<file path="config.mk">
export PLATFORM = sky130hd
export DESIGN_NAME = i2c_line_frontend
export DESIGN_NICKNAME = d
export VERILOG_FILES = /design/src/rtl/i2cfe_pkg.sv /design/src/rtl/i2cfe_sync.sv /design/src/rtl/i2cfe_spike_filter.sv /design/src/rtl/i2cfe_cond_detect.sv /design/src/rtl/i2cfe_sda_hold.sv /design/src/rtl/i2c_line_frontend.sv
export SDC_FILE = /design/constraint.sdc
export NUM_CORES = 1
export LEC_CHECK = 0
export BUFFER_PORTS_ARGS = -buffer_cell sky130_fd_sc_hd__buf_2
export CAP_MARGIN = 15
export CORE_UTILIZATION = 52
export CTS_CLUSTER_DIAMETER = 200
export DETAILED_ROUTE_END_ITERATION = 10
export PLACE_DENSITY = 0.69
export SYNTH_ARGS = -nofsm -noshare
export SYNTH_HDL_FRONTEND = slang
export SYNTH_SLANG_ARGS = --single-unit
export TNS_END_PERCENT = 20
</file>
<file path="constraint.sdc">
create_clock -name clk -period 2.6 [get_ports clk]
set_clock_uncertainty 0.15 [all_clocks]
set_input_delay 0.39 -clock clk [delete_from_list [all_inputs] [get_ports clk]]
set_output_delay 0.39 -clock clk [all_outputs]
set_load 0.03 [all_outputs]
</file>
<file path="src/rtl/i2cfe_pkg.sv">
package i2cfe_pkg;

  localparam int unsigned LINE_SCL = 0;
  localparam int unsigned LINE_SDA = 1;
  localparam int unsigned N_LINES  = 2;

  typedef struct packed {
    logic start;
    logic stop;
    logic rstart;
    logic rise;
    logic fall;
  } bus_evt_t;

  function automatic int unsigned ceil_div(input int unsigned num, input int unsigned den);
    return (num + den - 1) / den;
  endfunction

endpackage

</file>
<file path="src/rtl/i2cfe_sync.sv">
module i2cfe_sync #(
  parameter int unsigned WIDTH  = 2,
  parameter int unsigned STAGES = 2
) (
  input  logic             clk,
  input  logic             rst_n,
  input  logic [WIDTH-1:0] d_i,
  output logic [WIDTH-1:0] q_o
);

  logic [WIDTH-1:0] stage_q [STAGES];

  always_ff @(posedge clk or negedge rst_n) begin
    if (!rst_n) begin
      for (int i = 0; i < int'(STAGES); i++) stage_q[i] <= '1;
    end else begin
      stage_q[0] <= d_i;
      for (int i = 1; i < int'(STAGES); i++) stage_q[i] <= stage_q[i-1];
    end
  end

  assign q_o = stage_q[STAGES-1];

endmodule

</file>
<file path="src/rtl/i2cfe_spike_filter.sv">
module i2cfe_spike_filter #(
  parameter int unsigned STABLE_CYC = 6
) (
  input  logic clk,
  input  logic rst_n,
  input  logic line_i,
  output logic line_o
);

  localparam int unsigned CW = $clog2(STABLE_CYC + 1);
  localparam logic [CW-1:0] CNT_LAST = CW'(STABLE_CYC - 1);

  logic [CW-1:0] cnt_q, cnt_d;
  logic          lvl_q, lvl_d;

  always_comb begin
    lvl_d = lvl_q;
    cnt_d = '0;
    if (line_i != lvl_q) begin
      if (cnt_q == CNT_LAST) begin
        lvl_d = line_i;
      end else begin
        cnt_d = cnt_q + 1'b1;
      end
    end
  end

  always_ff @(posedge clk or negedge rst_n) begin
    if (!rst_n) begin
      cnt_q <= '0;
      lvl_q <= 1'b1;
    end else begin
      cnt_q <= cnt_d;
      lvl_q <= lvl_d;
    end
  end

  assign line_o = lvl_q;

  AST_FILT_CAUSE: assert property (@(posedge clk) disable iff (!rst_n)
    (lvl_q != $past(lvl_q)) |-> ($past(line_i) == lvl_q));

  AST_CNT_RANGE: assert property (@(posedge clk) disable iff (!rst_n)
    cnt_q <= CNT_LAST);

endmodule

</file>
<file path="src/rtl/i2cfe_cond_detect.sv">
module i2cfe_cond_detect
  import i2cfe_pkg::*;
(
  input  logic     clk,
  input  logic     rst_n,
  input  logic     scl_f_i,
  input  logic     sda_f_i,
  output bus_evt_t evt_o,
  output logic     busy_o,
  output logic     bit_o
);

  logic     scl_q, sda_q;
  logic     busy_q, busy_d;
  logic     bit_q, bit_d;
  bus_evt_t evt_q, evt_d;

  always_comb begin
    evt_d.rise   = scl_f_i & ~scl_q;
    evt_d.fall   = ~scl_f_i & scl_q;
    evt_d.start  = scl_q & scl_f_i & sda_q & ~sda_f_i;
    evt_d.stop   = scl_q & scl_f_i & ~sda_q & sda_f_i;
    evt_d.rstart = evt_d.start & busy_q;

    busy_d = busy_q;
    if (evt_d.start)     busy_d = 1'b1;
    else if (evt_d.stop) busy_d = 1'b0;

    bit_d = evt_d.rise ? sda_f_i : bit_q;
  end

  always_ff @(posedge clk or negedge rst_n) begin
    if (!rst_n) begin
      scl_q  <= 1'b1;
      sda_q  <= 1'b1;
      busy_q <= 1'b0;
      bit_q  <= 1'b1;
      evt_q  <= '0;
    end else begin
      scl_q  <= scl_f_i;
      sda_q  <= sda_f_i;
      busy_q <= busy_d;
      bit_q  <= bit_d;
      evt_q  <= evt_d;
    end
  end

  assign evt_o  = evt_q;
  assign busy_o = busy_q;
  assign bit_o  = bit_q;

  AST_START_STOP_EXCL: assert property (@(posedge clk) disable iff (!rst_n)
    !(evt_q.start && evt_q.stop));

  AST_START_ONE_CYCLE: assert property (@(posedge clk) disable iff (!rst_n)
    evt_q.start |=> !evt_q.start);

  AST_EDGE_EXCL: assert property (@(posedge clk) disable iff (!rst_n)
    !(evt_q.rise && evt_q.fall));

  AST_BUSY_ON_START: assert property (@(posedge clk) disable iff (!rst_n)
    evt_q.start |-> busy_q);

  AST_IDLE_ON_STOP: assert property (@(posedge clk) disable iff (!rst_n)
    evt_q.stop |-> !busy_q);

  AST_RSTART_WITH_START: assert property (@(posedge clk) disable iff (!rst_n)
    evt_q.rstart |-> (evt_q.start && $past(busy_q)));

  AST_BIT_HOLD: assert property (@(posedge clk) disable iff (!rst_n)
    !evt_q.rise |-> $stable(bit_q));

endmodule

</file>
<file path="src/rtl/i2cfe_sda_hold.sv">
module i2cfe_sda_hold #(
  parameter int unsigned HOLD_CYC = 30
) (
  input  logic clk,
  input  logic rst_n,
  input  logic scl_fall_i,
  input  logic pull_req_i,
  output logic pull_o
);

  localparam int unsigned HW = $clog2(HOLD_CYC + 1);

  logic [HW-1:0] hold_q, hold_d;
  logic          pull_q, pull_d;
  logic          upd_en;

  assign upd_en = (hold_q == '0) && !scl_fall_i;

  always_comb begin
    hold_d = hold_q;
    if (scl_fall_i)        hold_d = HW'(HOLD_CYC);
    else if (hold_q != '0) hold_d = hold_q - 1'b1;

    pull_d = pull_q;
    if (upd_en) pull_d = pull_req_i;
  end

  always_ff @(posedge clk or negedge rst_n) begin
    if (!rst_n) begin
      hold_q <= '0;
      pull_q <= 1'b0;
    end else begin
      hold_q <= hold_d;
      pull_q <= pull_d;
    end
  end

  assign pull_o = pull_q;

  AST_HOLD_FREEZE: assert property (@(posedge clk) disable iff (!rst_n)
    (hold_q != '0) |=> $stable(pull_q));

  AST_FALL_FREEZE: assert property (@(posedge clk) disable iff (!rst_n)
    scl_fall_i |=> $stable(pull_q));

endmodule

</file>
<file path="src/rtl/i2c_line_frontend.sv">
module i2c_line_frontend
  import i2cfe_pkg::*;
#(
  parameter int unsigned CLK_PERIOD_NS = 10,
  parameter int unsigned SPIKE_NS      = 50,
  parameter int unsigned HOLD_NS       = 300,
  parameter int unsigned SYNC_STAGES   = 2
) (
  input  logic clk,
  input  logic rst_n,
  input  logic scl_i,
  input  logic sda_i,
  input  logic sda_pull_req_i,
  output logic start_o,
  output logic stop_o,
  output logic rstart_o,
  output logic scl_rise_o,
  output logic scl_fall_o,
  output logic rx_bit_o,
  output logic busy_o,
  output logic sda_pull_o
);

  localparam int unsigned FILT_CYC = SPIKE_NS / CLK_PERIOD_NS + 1;
  localparam int unsigned HOLD_CYC = ceil_div(HOLD_NS, CLK_PERIOD_NS);

  logic              rst_meta_q, rst_sync_q;
  logic              rst_core_n;
  logic [N_LINES-1:0] raw_lines, sync_lines, filt_lines;
  bus_evt_t          evt;

  always_ff @(posedge clk or negedge rst_n) begin
    if (!rst_n) begin
      rst_meta_q <= 1'b0;
      rst_sync_q <= 1'b0;
    end else begin
      rst_meta_q <= 1'b1;
      rst_sync_q <= rst_meta_q;
    end
  end

  assign rst_core_n = rst_sync_q;

  assign raw_lines[LINE_SCL] = scl_i;
  assign raw_lines[LINE_SDA] = sda_i;

  i2cfe_sync #(
    .WIDTH  (N_LINES),
    .STAGES (SYNC_STAGES)
  ) u_sync (
    .clk   (clk),
    .rst_n (rst_core_n),
    .d_i   (raw_lines),
    .q_o   (sync_lines)
  );

  for (genvar g = 0; g < int'(N_LINES); g++) begin : g_filt
    i2cfe_spike_filter #(
      .STABLE_CYC (FILT_CYC)
    ) u_filt (
      .clk    (clk),
      .rst_n  (rst_core_n),
      .line_i (sync_lines[g]),
      .line_o (filt_lines[g])
    );
  end

  i2cfe_cond_detect u_detect (
    .clk     (clk),
    .rst_n   (rst_core_n),
    .scl_f_i (filt_lines[LINE_SCL]),
    .sda_f_i (filt_lines[LINE_SDA]),
    .evt_o   (evt),
    .busy_o  (busy_o),
    .bit_o   (rx_bit_o)
  );

  i2cfe_sda_hold #(
    .HOLD_CYC (HOLD_CYC)
  ) u_hold (
    .clk        (clk),
    .rst_n      (rst_core_n),
    .scl_fall_i (evt.fall),
    .pull_req_i (sda_pull_req_i),
    .pull_o     (sda_pull_o)
  );

  assign start_o    = evt.start;
  assign stop_o     = evt.stop;
  assign rstart_o   = evt.rstart;
  assign scl_rise_o = evt.rise;
  assign scl_fall_o = evt.fall;

  AST_RESET_QUIET: assert property (@(posedge clk) disable iff (!rst_core_n)
    $rose(rst_core_n) |-> (!busy_o && !sda_pull_o));

  AST_COND_NEEDS_SCL_HIGH: assert property (@(posedge clk) disable iff (!rst_core_n)
    (start_o || stop_o) |-> $past(filt_lines[LINE_SCL]));

endmodule

</file>
==> results of run 1 <==
==> stage by stage <==
step | instances | utilization | total power, mW | area (µm²)
3_5_place_dp | 120 | 0.607 | 1.11 | 1190
4_1_cts | 129 | 0.642 | 1.38 | 1260
3_3_place_gp | 120 | 0.607 | 1.08 | 1190
6_report | 130 | 0.647 | 1.37 | 1270
2_1_floorplan | 80 | - | 1.01 | 1090
5_1_grt | 130 | 0.647 | 1.47 | 1270
==> cell usage after synthesis, drive strengths merged <==
cell type	instances	area share
dfrtp	20	0.46
dfstp	9	0.22
nor2	8	0.028
inv	5	0.017
a21oi	4	0.018
mux2	4	0.041
nor2b	3	0.017
nor3b	3	0.021
xnor2	3	0.024
mux2i	2	0.018
nand2	2	0.0069
nand3b	2	0.014
or3	2	0.014
a211o	1	0.0080
a21o	1	0.0069
and2	1	0.0058
and2b	1	0.0080
and3b	1	0.0080
conb	1	0.0034
ha	1	0.011
nand2b	1	0.0058
nor3	1	0.0046
nor4b	1	0.022
o21bai	1	0.0069
o31ai	1	0.0069
or2	1	0.0058
==> flip-flops by register name, indices dropped and copies added (netlist names) <==
register	cells
u_detect.sda_q	1
g_filt.u_filt.line_o	2
u_detect.busy_o	1
u_detect.scl_q	1
g_filt.u_filt.cnt_q	6
rst_meta_q	1
rst_core_n	1
u_detect.bit_o	1
u_hold.pull_o	1
u_sync.stage_q	2
u_hold.hold_q	5
u_sync.q_o	2
u_detect.evt_o	5
==> power by group through the flow <==
stage	logic, mW	clock network, mW	registers (mW)
floorplan	0.229	0	0.778
global placement	0.349	0	0.734
detailed placement	0.361	0	0.745
CTS	0.367	0.280	0.735
global route	0.411	0.302	0.758
finish	0.364	0.271	0.734
==> worst max path at each step <==
stage | depth (start not counted) | end
after floorplan | 5 | u_hold.pull_o$_DFFE_PN0P_
after global placement | 5 | u_hold.pull_o$_DFFE_PN0P_
after detailed placement | 5 | u_hold.pull_o$_DFFE_PN0P_
after CTS | 5 | u_hold.pull_o$_DFFE_PN0P_
after global routing | 5 | u_hold.pull_o$_DFFE_PN0P_
final | 5 | u_hold.pull_o$_DFFE_PN0P_
==> area by class of cell <==
class	count	area (µm²)	area share
flip-flops and latches	29	737	0.581
multi-input cells	46	333	0.262
repair buffers	15	87.6	0.0690
well taps	27	33.8	0.0266
inverters	5	18.8	0.0148
clock buffers	8	58.8	0.0464
==> critical path: stages (launching register included) <==
cell	delay (ns)
dfrtp_1	0.38
inv_1	0.08
ha_1	0.19
nor4b_4	0.33
and2b_2	0.21
mux2_1	0.31
==> per-layer routing <==
metal / up-vias / track usage
met4: 0 / 0.117
met2: 15 / 0.232
li1: 312 / -
met3: 5 / 0.0566
met5: - / 0
met1: 306 / 0.197
==> cell families (layout without fill, tap and decap cells) <==
group	Yosys count	in the layout	synth area share
XOR/XNOR	3	3	0.0241
AO/OA/AOI/OAI	8	8	0.0471
other	1	1	0.00344
buffers and inverters	5	28	0.0172
flip-flops	29	29	0.677
adder cells (fa/ha/maj)	1	1	0.0115
AND/OR/NAND/NOR	27	27	0.160
multiplexers	6	6	0.0598
==> flow_summary_export.csv, run 1 <==
group,metric,value,unit
pwr,power_frac_seq,0.536,
worst_setup_path,critPathRequiredTime,2.65,ns
min_path,hold_path_class,"in2reg",
logic_synthesis,yosysWarnings,0,
worst_setup_path,regToRegSetupSlack,0.84,ns
detailed_routing,top_layer,"met4",
sta,relSlewSlack,0.602,
final_layout,syn_to_final_growth,16.6,%
worst_setup_path,crit_path_start_kind,"register",
grt,grtUsageTotal,0.160,
detailed_routing,viasPerCell,4.91,
detailed_routing,vias,638,
worst_setup_path,r2r_start,"u_hold.hold_q[0]$_DFFE_PN0P_",
placed_design,port_buffers,12,
status,status,"finished clean",
detailed_routing,ant_nets,0,
detailed_routing,routed-wl-met2,701,µm
placed_design,place_congestion,0.633,
placed_design,pre_cts_ws,0.846,ns
floorplanning,dieArea,0.00228,mm²
pwr,p_per_area,1080,mW/mm²
grt,grt_pass1_vias,589,
logic_synthesis,syn_nets,86,
pwr,switching_share,0.329,
logic_synthesis,yosysUniqueCellTypes,27,
final_layout,final_common_cell,"dfrtp_1",
worst_setup_path,crit_type,"reg2reg",
pwr,worst_ir_drop_vdd,0.508,mV
sta,holdWs,0.0245,ns
sta,hold_viol,0,
sta,timing.final.crit_share,0.678,
sta,fmax,567,MHz
logic_synthesis,ys_seq_area_frac,0.677,
clocking,cts_hold_buf,1,
detailed_routing,wl_per_cell,11.3,µm
run,max-cap-violations,0,
floorplanning,die_y,47.8,µm
grt,grt_max_degree,17,
clocking,clk-insertion-delay-late,0.31,ns
detailed_routing,wl_met3,65,µm
sta,setup_ws,0.838,ns
min_path,hp-start,"scl_i",
detailed_routing,drt_iter0_markers,4,
placed_design,dpl.hpwl,1040,µm
grt,grt_antenna_before_repair,0,
floorplanning,num_rows,16,
logic_synthesis,syn_inst,80,
final_layout,final_nets,108,
pwr,power_switching,0.451,mW
clocking,post_cts_resized,0,
clocking,post_cts_buffers,0,
clocking,cts_tree,"built",
grt,grt_pass1_wl,2390,µm
logic_synthesis,ys_ff_latch,29,
floorplanning,core_area,0.00196,mm²
pwr,power.static_leakage,0.588,nW
sta,tightest_slew,0.597,ns
final_layout,diodes,0,
clocking,cts.sinks,29,
pwr,intPower,0.918,mW
clocking,cts_buffers,5,
worst_setup_path,r2r-end,"u_hold.pull_o$_DFFE_PN0P_",
clocking,cts.htree.levels,2,
sta,tns,0,ns
pwr,p_clk_frac,0.198,
floorplanning,top_level_ports,13,
floorplanning,die_w,47.8,µm
detailed_routing,drt-total-wl,1470,µm
final_layout,drive_gt1_frac,0.340,
worst_setup_path,reg2regPathDepth,5,
sta,final_max_slew_viol_count,0,
sta,rsz0062_at_grt,"no",
sta,period_needed,1.76,ns
detailed_routing,drt-met1-wl,670,µm
detailed_routing,drt-pass1-iter-count,4,
detailed_routing,drc_errors,0,
worst_setup_path,worstSetupStartpoint,"u_hold.hold_q[0]$_DFFE_PN0P_",
sta,setup_violations,0,
clocking,cts-root-buf,"clkbuf_4",
logic_synthesis,avgSynthCellArea,13.6,µm²
min_path,hold_path_depth,1,
grt,overflow,0,
clocking,cts_buffer_depth,2,
floorplanning,initial_core_util,0.555,
min_path,hold_end,"u_sync.stage_q[2]$_DFF_PN1_",
logic_synthesis,syn-cell-area,0.00109,mm²
worst_setup_path,cp.arrival,1.81,ns
pwr,p_comb_frac,0.266,
worst_setup_path,crit_path_max_fanout,4,
final_layout,final_cell_mix,"20 x dfrtp_1, 12 x buf_2, 9 x dfstp_2",
worst_setup_path,critPathCaptureType,"register",
clocking,clk_pin_slew,0.09,ns
final_layout,fillers,164,
(Power assumes the default switching activity.)
==> run 2, diff against run 1 <==
--- a/config.mk
+++ b/config.mk
@@ -5,6 +5,7 @@
 export SDC_FILE = /design/constraint.sdc
 export NUM_CORES = 1
 export LEC_CHECK = 0
+export ABC_AREA = 1
 export BUFFER_PORTS_ARGS = -buffer_cell sky130_fd_sc_hd__buf_2
 export CAP_MARGIN = 15
 export CORE_UTILIZATION = 52
==> constraint.sdc (replaced) <==
create_clock -name clk -period 1.8 [get_ports clk]
set_clock_uncertainty 0.15 [all_clocks]
set_input_delay 0.27 -clock clk [delete_from_list [all_inputs] [get_ports clk]]
set_output_delay 0.27 -clock clk [all_outputs]
set_load 0.03 [all_outputs]
==> run 2 against run 1 <==
Compared with the run above:
- sequential share of layout area fell by 1.5 points
- synthesized cell count rose by 36%
- sequential power grew 50%
- hold slack better by 0.0063 ns
- core utilization is 1.1 points higher
- final cell count up 24%
- critical endpoint is now rx_bit_o
- critical path type is now reg2out
- via count is 18% higher
- synthesized area rose by 1.3%
- worst setup slack worse by 0.48 ns
==> flow_summary_export.csv, run 2 <==
group,metric,value,unit
final_layout,final_nets,139,
logic_synthesis,yosysWarnings,0,
final_layout,diodes,0,
logic_synthesis,synthTopCellsByCount,"20 x dfrtp_1, 20 x inv_1, 20 x nand2_1, 12 x nor2_1, 9 x dfstp_2",
worst_setup_path,crit_path_max_incr_delay,0.53,ns
final_layout,utilization,0.657,
detailed_routing,vias,750,
final_layout,largest_reg_flops,6,
grt,grtUsageTotal,0.170,
placed_design,port_buffers,12,
logic_synthesis,syn-cell-area,0.00110,mm²
detailed_routing,wl_per_cell,10.0,µm
clocking,post_cts_resized,0,
clocking,cts_buffers,5,
worst_setup_path,reg2regPathDepth,5,
floorplanning,core_area,0.00198,mm²
logic_synthesis,syn_nets,115,
logic_synthesis,synthArstFlopShare,1.00,
clocking,cts_hold_buf,4,
clocking,cts-root-buf,"clkbuf_4",
clocking,clk-insertion-delay-late,0.33,ns
logic_synthesis,ys_seq_area_frac,0.669,
sta,tns,0,ns
sta,final_max_slew_viol_count,0,
final_layout,drive_gt1_frac,0.246,
floorplanning,die_w,48.0,µm
detailed_routing,drt-pass1-iter-count,4,
final_layout,fillers,165,
sta,rsz0062_at_grt,"no",
clocking,post_cts_buffers,0,
clocking,clk_pin_slew,0.10,ns
floorplanning,dieArea,0.00231,mm²
worst_setup_path,path_buf_inv,1,
final_layout,syn_to_final_growth,18.2,%
pwr,worst_ir_drop_vdd,0.962,mV
final_layout,regMostFlops,"g_filt.u_filt.cnt_q",
worst_setup_path,cp_top_family,"flip-flops",
logic_synthesis,synthFlopType,"dfrtp_1",
min_path,hold_path_class,"in2reg",
worst_setup_path,critPathCaptureType,"output pin",
final_layout,final_cell_mix,"20 x inv_1, 20 x nand2_1, 20 x dfrtp_1",
logic_synthesis,ys_ff_latch,29,
logic_synthesis,synth_largest_area_cell,"dfrtp_1",
sta,fmax,691,MHz
floorplanning,num_rows,16,
worst_setup_path,regToRegSetupSlack,0.46,ns
floorplanning,die_y,48.0,µm
grt,grt_max_degree,22,
sta,period_needed,1.45,ns
sta,hold_viol,0,
worst_setup_path,crit_path_start_kind,"register",
worst_setup_path,cp_cell_sequence,"buf_2",
worst_setup_path,cp.arrival,1.03,ns
placed_design,pre_cts_ws,0.490,ns
min_path,hold_end,"u_hold.pull_o$_DFFE_PN0P_",
worst_setup_path,r2r-end,"u_hold.hold_q[2]$_DFFE_PN0P_",
min_path,hold_path_depth,3,
placed_design,place_congestion,0.746,
clocking,cts_buffer_depth,2,
placed_design,dpl.hpwl,1120,µm
floorplanning,top_level_ports,13,
logic_synthesis,synth_edf_count,0,
clocking,cts_tree,"built",
grt,grt_pass1_vias,626,
logic_synthesis,netlist.area_leader.share,0.454,
pwr,p_total,2.21,mW
min_path,hp-start,"sda_pull_req_i",
grt,grt_pass1_wl,2430,µm
run,max-cap-violations,0,
detailed_routing,viasPerCell,4.66,
worst_setup_path,critPathRequiredTime,1.38,ns
sta,timing.final.crit_share,0.804,
clocking,cts.htree.levels,2,
logic_synthesis,synth.area.top_cells,"dfrtp_1 45%, dfstp_2 21%, inv_1 6.8%",
status,status,"finished clean",
sta,setup_ws,0.353,ns
clocking,cts.sinks,29,
detailed_routing,drc_errors,0,
grt,overflow,0,
detailed_routing,ant_nets,0,
floorplanning,initial_core_util,0.556,
pwr,power.static_leakage,0.687,nW
grt,grt_antenna_before_repair,0,
logic_synthesis,avgSynthCellArea,10.1,µm²
worst_setup_path,critPathSlowestCell,"dfstp_2",
worst_setup_path,crit_type,"reg2out",
detailed_routing,drt_iter0_markers,13,
worst_setup_path,crit_path_max_fanout,2,
detailed_routing,drt-total-wl,1610,µm
worst_setup_path,r2r_start,"u_hold.hold_q[0]$_DFFE_PN0P_",
pwr,p_per_area,1690,mW/mm²
sta,setup_violations,0,
logic_synthesis,yosysUniqueCellTypes,16,
logic_synthesis,syn_inst,109,
run 2: cell types whose count changed after synthesis, sizes merged, moves of 5 or more:
cell   before  now
inv         5   20
nand2       2   20
nand3       0    7
nand4       0    5
nor2        8   15
o21ai       0    5
run 2: layer usage:
layer,share of wire,track usage
met3,0.051,0.0981
met1,0.47,0.183
met4,0.016,0.122
met2,0.47,0.249
met5,0,0
run 2: cell families (layout without fill, tap and decap cells):
group	Yosys count	count (layout)	synth area share
AND/OR/NAND/NOR	50	50	0.209
flip-flops	29	29	0.669
buffers and inverters	20	45	0.0681
AO/OA/AOI/OAI	7	7	0.0318
adder cells (fa/ha/maj)	1	1	0.0113
other	1	1	0.00340
XOR/XNOR	1	1	0.00795
run 2: worst max-delay path by stage:
| stage | from | to | slack [ns] | depth (start not counted) |
|---|---|---|---|---|
| floorplan | u_hold.hold_q[0]$_DFFE_PN0P_ | u_hold.hold_q[1]$_DFFE_PN0P_ | 0.60 | 5 |
| global placement | u_hold.hold_q[0]$_DFFE_PN0P_ | u_hold.hold_q[1]$_DFFE_PN0P_ | 0.54 | 5 |
| detailed placement | u_hold.hold_q[0]$_DFFE_PN0P_ | u_hold.hold_q[1]$_DFFE_PN0P_ | 0.49 | 5 |
| CTS | u_detect.bit_o$_DFFE_PN1P_ | rx_bit_o | 0.32 | 1 |
| global route | u_detect.bit_o$_DFFE_PN1P_ | rx_bit_o | 0.29 | 1 |
| finish | u_detect.bit_o$_DFFE_PN1P_ | rx_bit_o | 0.35 | 1 |
run 2: cell type report:
type / instances / area [µm²] / area share
Timing Repair Buffer: 17 / 108 / 0.0826
Sequential cell: 29 / 737 / 0.566
Clock buffer: 8 / 58.8 / 0.0451
Multi-Input combinational cell: 60 / 290 / 0.223
Tap cell: 27 / 33.8 / 0.0259
Inverter: 20 / 75.1 / 0.0576
run 2: power by group:
part | switching, mW | total (mW) | internal (mW)
combinational | 0.475 | 0.713 | 0.238
clock | 0.204 | 0.397 | 0.192
sequential | 0.166 | 1.10 | 0.930
total | 0.845 | 2.21 | 1.36
run 2: metrics by stage:
step           instance area (µm²)  hold WS, ns  instances
2_1_floorplan                 1100       -0.176        109
3_3_place_gp                  1200      -0.0944        149
3_5_place_dp                  1200      -0.0934        149
4_1_cts                       1300       0.0130        161
5_1_grt                       1300       0.0188        161
6_report                      1300       0.0308        161
==> run 3, diff against run 2 <==
==> constraint.sdc (replaced) <==
create_clock -name clk -period 1.4 [get_ports clk]
set_clock_uncertainty 0.15 [all_clocks]
set_input_delay 0.21 -clock clk [delete_from_list [all_inputs] [get_ports clk]]
set_output_delay 0.21 -clock clk [all_outputs]
set_load 0.03 [all_outputs]
==> run 3 against run 2 <==
Compared with the run above:
- highest routed layer unchanged
- global-route usage rose by 0.25 points
- critical path depth did not move
- core utilization rose by 1.2 points
- sequential power rose by 28%
- final cell count rose by 0.62%
==> flow_summary_export.csv, run 3 (synthesis gave the netlist of run 2 again) <==
group,metric,value,unit
placed_design,dp.cells,149,
floorplanning,initial_core_util,0.556,
worst_setup_path,r2r-end,"u_hold.hold_q[0]$_DFFE_PN0P_",
clocking,cts_buffers,5,
floorplanning,die_w,48.0,µm
floorplanning,die_y,48.0,µm
worst_setup_path,critPathRequiredTime,1.04,ns
floorplanning,top_level_ports,13,
sta,fmax,743,MHz
worst_setup_path,r2r_start,"u_hold.hold_q[0]$_DFFE_PN0P_",
final_layout,fin_cells,162,
detailed_routing,wl_per_cell,9.97,µm
detailed_routing,drc_errors,0,
grt,grt_pass1_vias,676,
placed_design,port_buffers,12,
pwr,power.static_leakage,0.696,nW
worst_setup_path,cp_top_family,"flip-flops",
sta,rsz0062_at_grt,"no",
placed_design,dpl.hpwl,1170,µm
clocking,cts-root-buf,"clkbuf_4",
floorplanning,num_rows,16,
sta,setup_violations,0,
detailed_routing,drt_iter0_markers,14,
pwr,p_per_area,2120,mW/mm²
worst_setup_path,crit_path_start_kind,"register",
sta,timing.final.crit_share,0.961,
worst_setup_path,crit_path_max_incr_delay,0.55,ns
sta,hold_viol,0,
final_layout,diodes,0,
worst_setup_path,crit_path_max_fanout,2,
final_layout,largest_reg_flops,6,
clocking,cts_tree,"built",
floorplanning,core_area,0.00198,mm²
clocking,cts_buffer_depth,2,
final_layout,syn_to_final_growth,20.3,%
final_layout,final_nets,140,
final_layout,fillers,148,
detailed_routing,vias,749,
grt,overflow,0,
detailed_routing,drt-pass1-iter-count,4,
detailed_routing,drt-total-wl,1620,µm
worst_setup_path,critPathCaptureType,"output pin",
worst_setup_path,reg2regPathDepth,5,
clocking,clk-insertion-delay-late,0.31,ns
final_layout,drive_gt1_frac,0.259,
detailed_routing,ant_nets,0,
clocking,cts.sinks,29,
worst_setup_path,regToRegSetupSlack,0.09,ns
worst_setup_path,cp.arrival,0.99,ns
run,max-cap-violations,0,
final_layout,final_cell_mix,"20 x inv_1, 20 x nand2_1, 20 x dfrtp_1",
grt,grt_antenna_before_repair,0,
sta,period_needed,1.35,ns
final_layout,utilization,0.669,
detailed_routing,viasPerCell,4.62,
pwr,worst_ir_drop_vdd,1.23,mV
sta,final_max_slew_viol_count,0,
status,status,"finished clean",
grt,grtUsageTotal,0.172,
sta,tns,0,ns
clocking,cts.htree.levels,2,
placed_design,place_congestion,0.715,
worst_setup_path,path_buf_inv,1,
placed_design,pre_cts_ws,0.0626,ns
min_path,hold_path_class,"in2async",
worst_setup_path,crit_type,"reg2out",
clocking,post_cts_buffers,0,
pwr,p_total,2.81,mW
clocking,clk_pin_slew,0.08,ns
worst_setup_path,critPathSlowestCell,"dfstp_2",
sta,setup_ws,0.0547,ns
grt,grt_pass1_wl,2590,µm
floorplanning,dieArea,0.00231,mm²
grt,grt_max_degree,22,
worst_setup_path,cp_cell_sequence,"buf_6",
final_layout,regMostFlops,"g_filt.u_filt.cnt_q",
==> run 3: repair_timing <==
| action | in CTS | in global routing |
|---|---|---|
| gates resized for setup | 1 | 2 |
| endpoints found under the setup margin | 1 | 7 |
| endpoints found under the hold margin | 8 | 0 |
| hold buffers | 5 | 0 |
==> run 3: through the flow <==
stage	hold WS (ns)	instance area [µm²]
floorplan	-0.236	1100
finish	0.0546	1330
global route	0.0451	1330
detailed placement	-0.152	1220
global placement	-0.155	1220
CTS	0.0334	1320
==> run 3: cell type report <==
type | instances | area (µm²) | share of cell area
Clock buffer | 6 | 41.3 | 0.0311
Clock inverter | 2 | 10.0 | 0.00755
Inverter | 20 | 75.1 | 0.0566
Multi-Input combinational cell | 60 | 293 | 0.221
Sequential cell | 29 | 737 | 0.556
Tap cell | 27 | 33.8 | 0.0255
Timing Repair Buffer | 18 | 136 | 0.103
==> run 3: per-layer routing <==
metal / share of wire / vias up / wire length (µm) / track usage
met2: 0.50 / 18 / 802 / 0.276
li1: - / 388 / - / -
met5: 0 / - / 0 / 0
met1: 0.45 / 339 / 723 / 0.196
met3: 0.043 / 4 / 69 / 0.0679
met4: 0.012 / 0 / 20 / 0.100
==> run 3: report_power, final <==
part | internal (mW) | total, mW | switching (mW) | leakage, nW
Clock | 0.191 | 0.457 | 0.266 | 0.0320
Combinational | 0.332 | 0.943 | 0.611 | 0.323
Sequential | 1.20 | 1.41 | 0.216 | 0.341
Total | 1.72 | 2.81 | 1.09 | 0.696
==> run 3: worst max path at each step <==
| stage | from | endpoint | slack [ns] | cells after the start |
|---|---|---|---|---|
| after floorplan | u_hold.hold_q[0]$_DFFE_PN0P_ | u_hold.hold_q[1]$_DFFE_PN0P_ | 0.20 | 5 |
| after global placement | u_hold.hold_q[0]$_DFFE_PN0P_ | u_hold.hold_q[1]$_DFFE_PN0P_ | 0.14 | 5 |
| after detailed placement | u_hold.hold_q[0]$_DFFE_PN0P_ | u_hold.hold_q[1]$_DFFE_PN0P_ | 0.06 | 5 |
| after CTS | u_detect.bit_o$_DFFE_PN1P_ | rx_bit_o | 0.02 | 1 |
| after global routing | u_detect.bit_o$_DFFE_PN1P_ | rx_bit_o | 0.006 | 1 |
| final | u_detect.bit_o$_DFFE_PN1P_ | rx_bit_o | 0.05 | 1 |
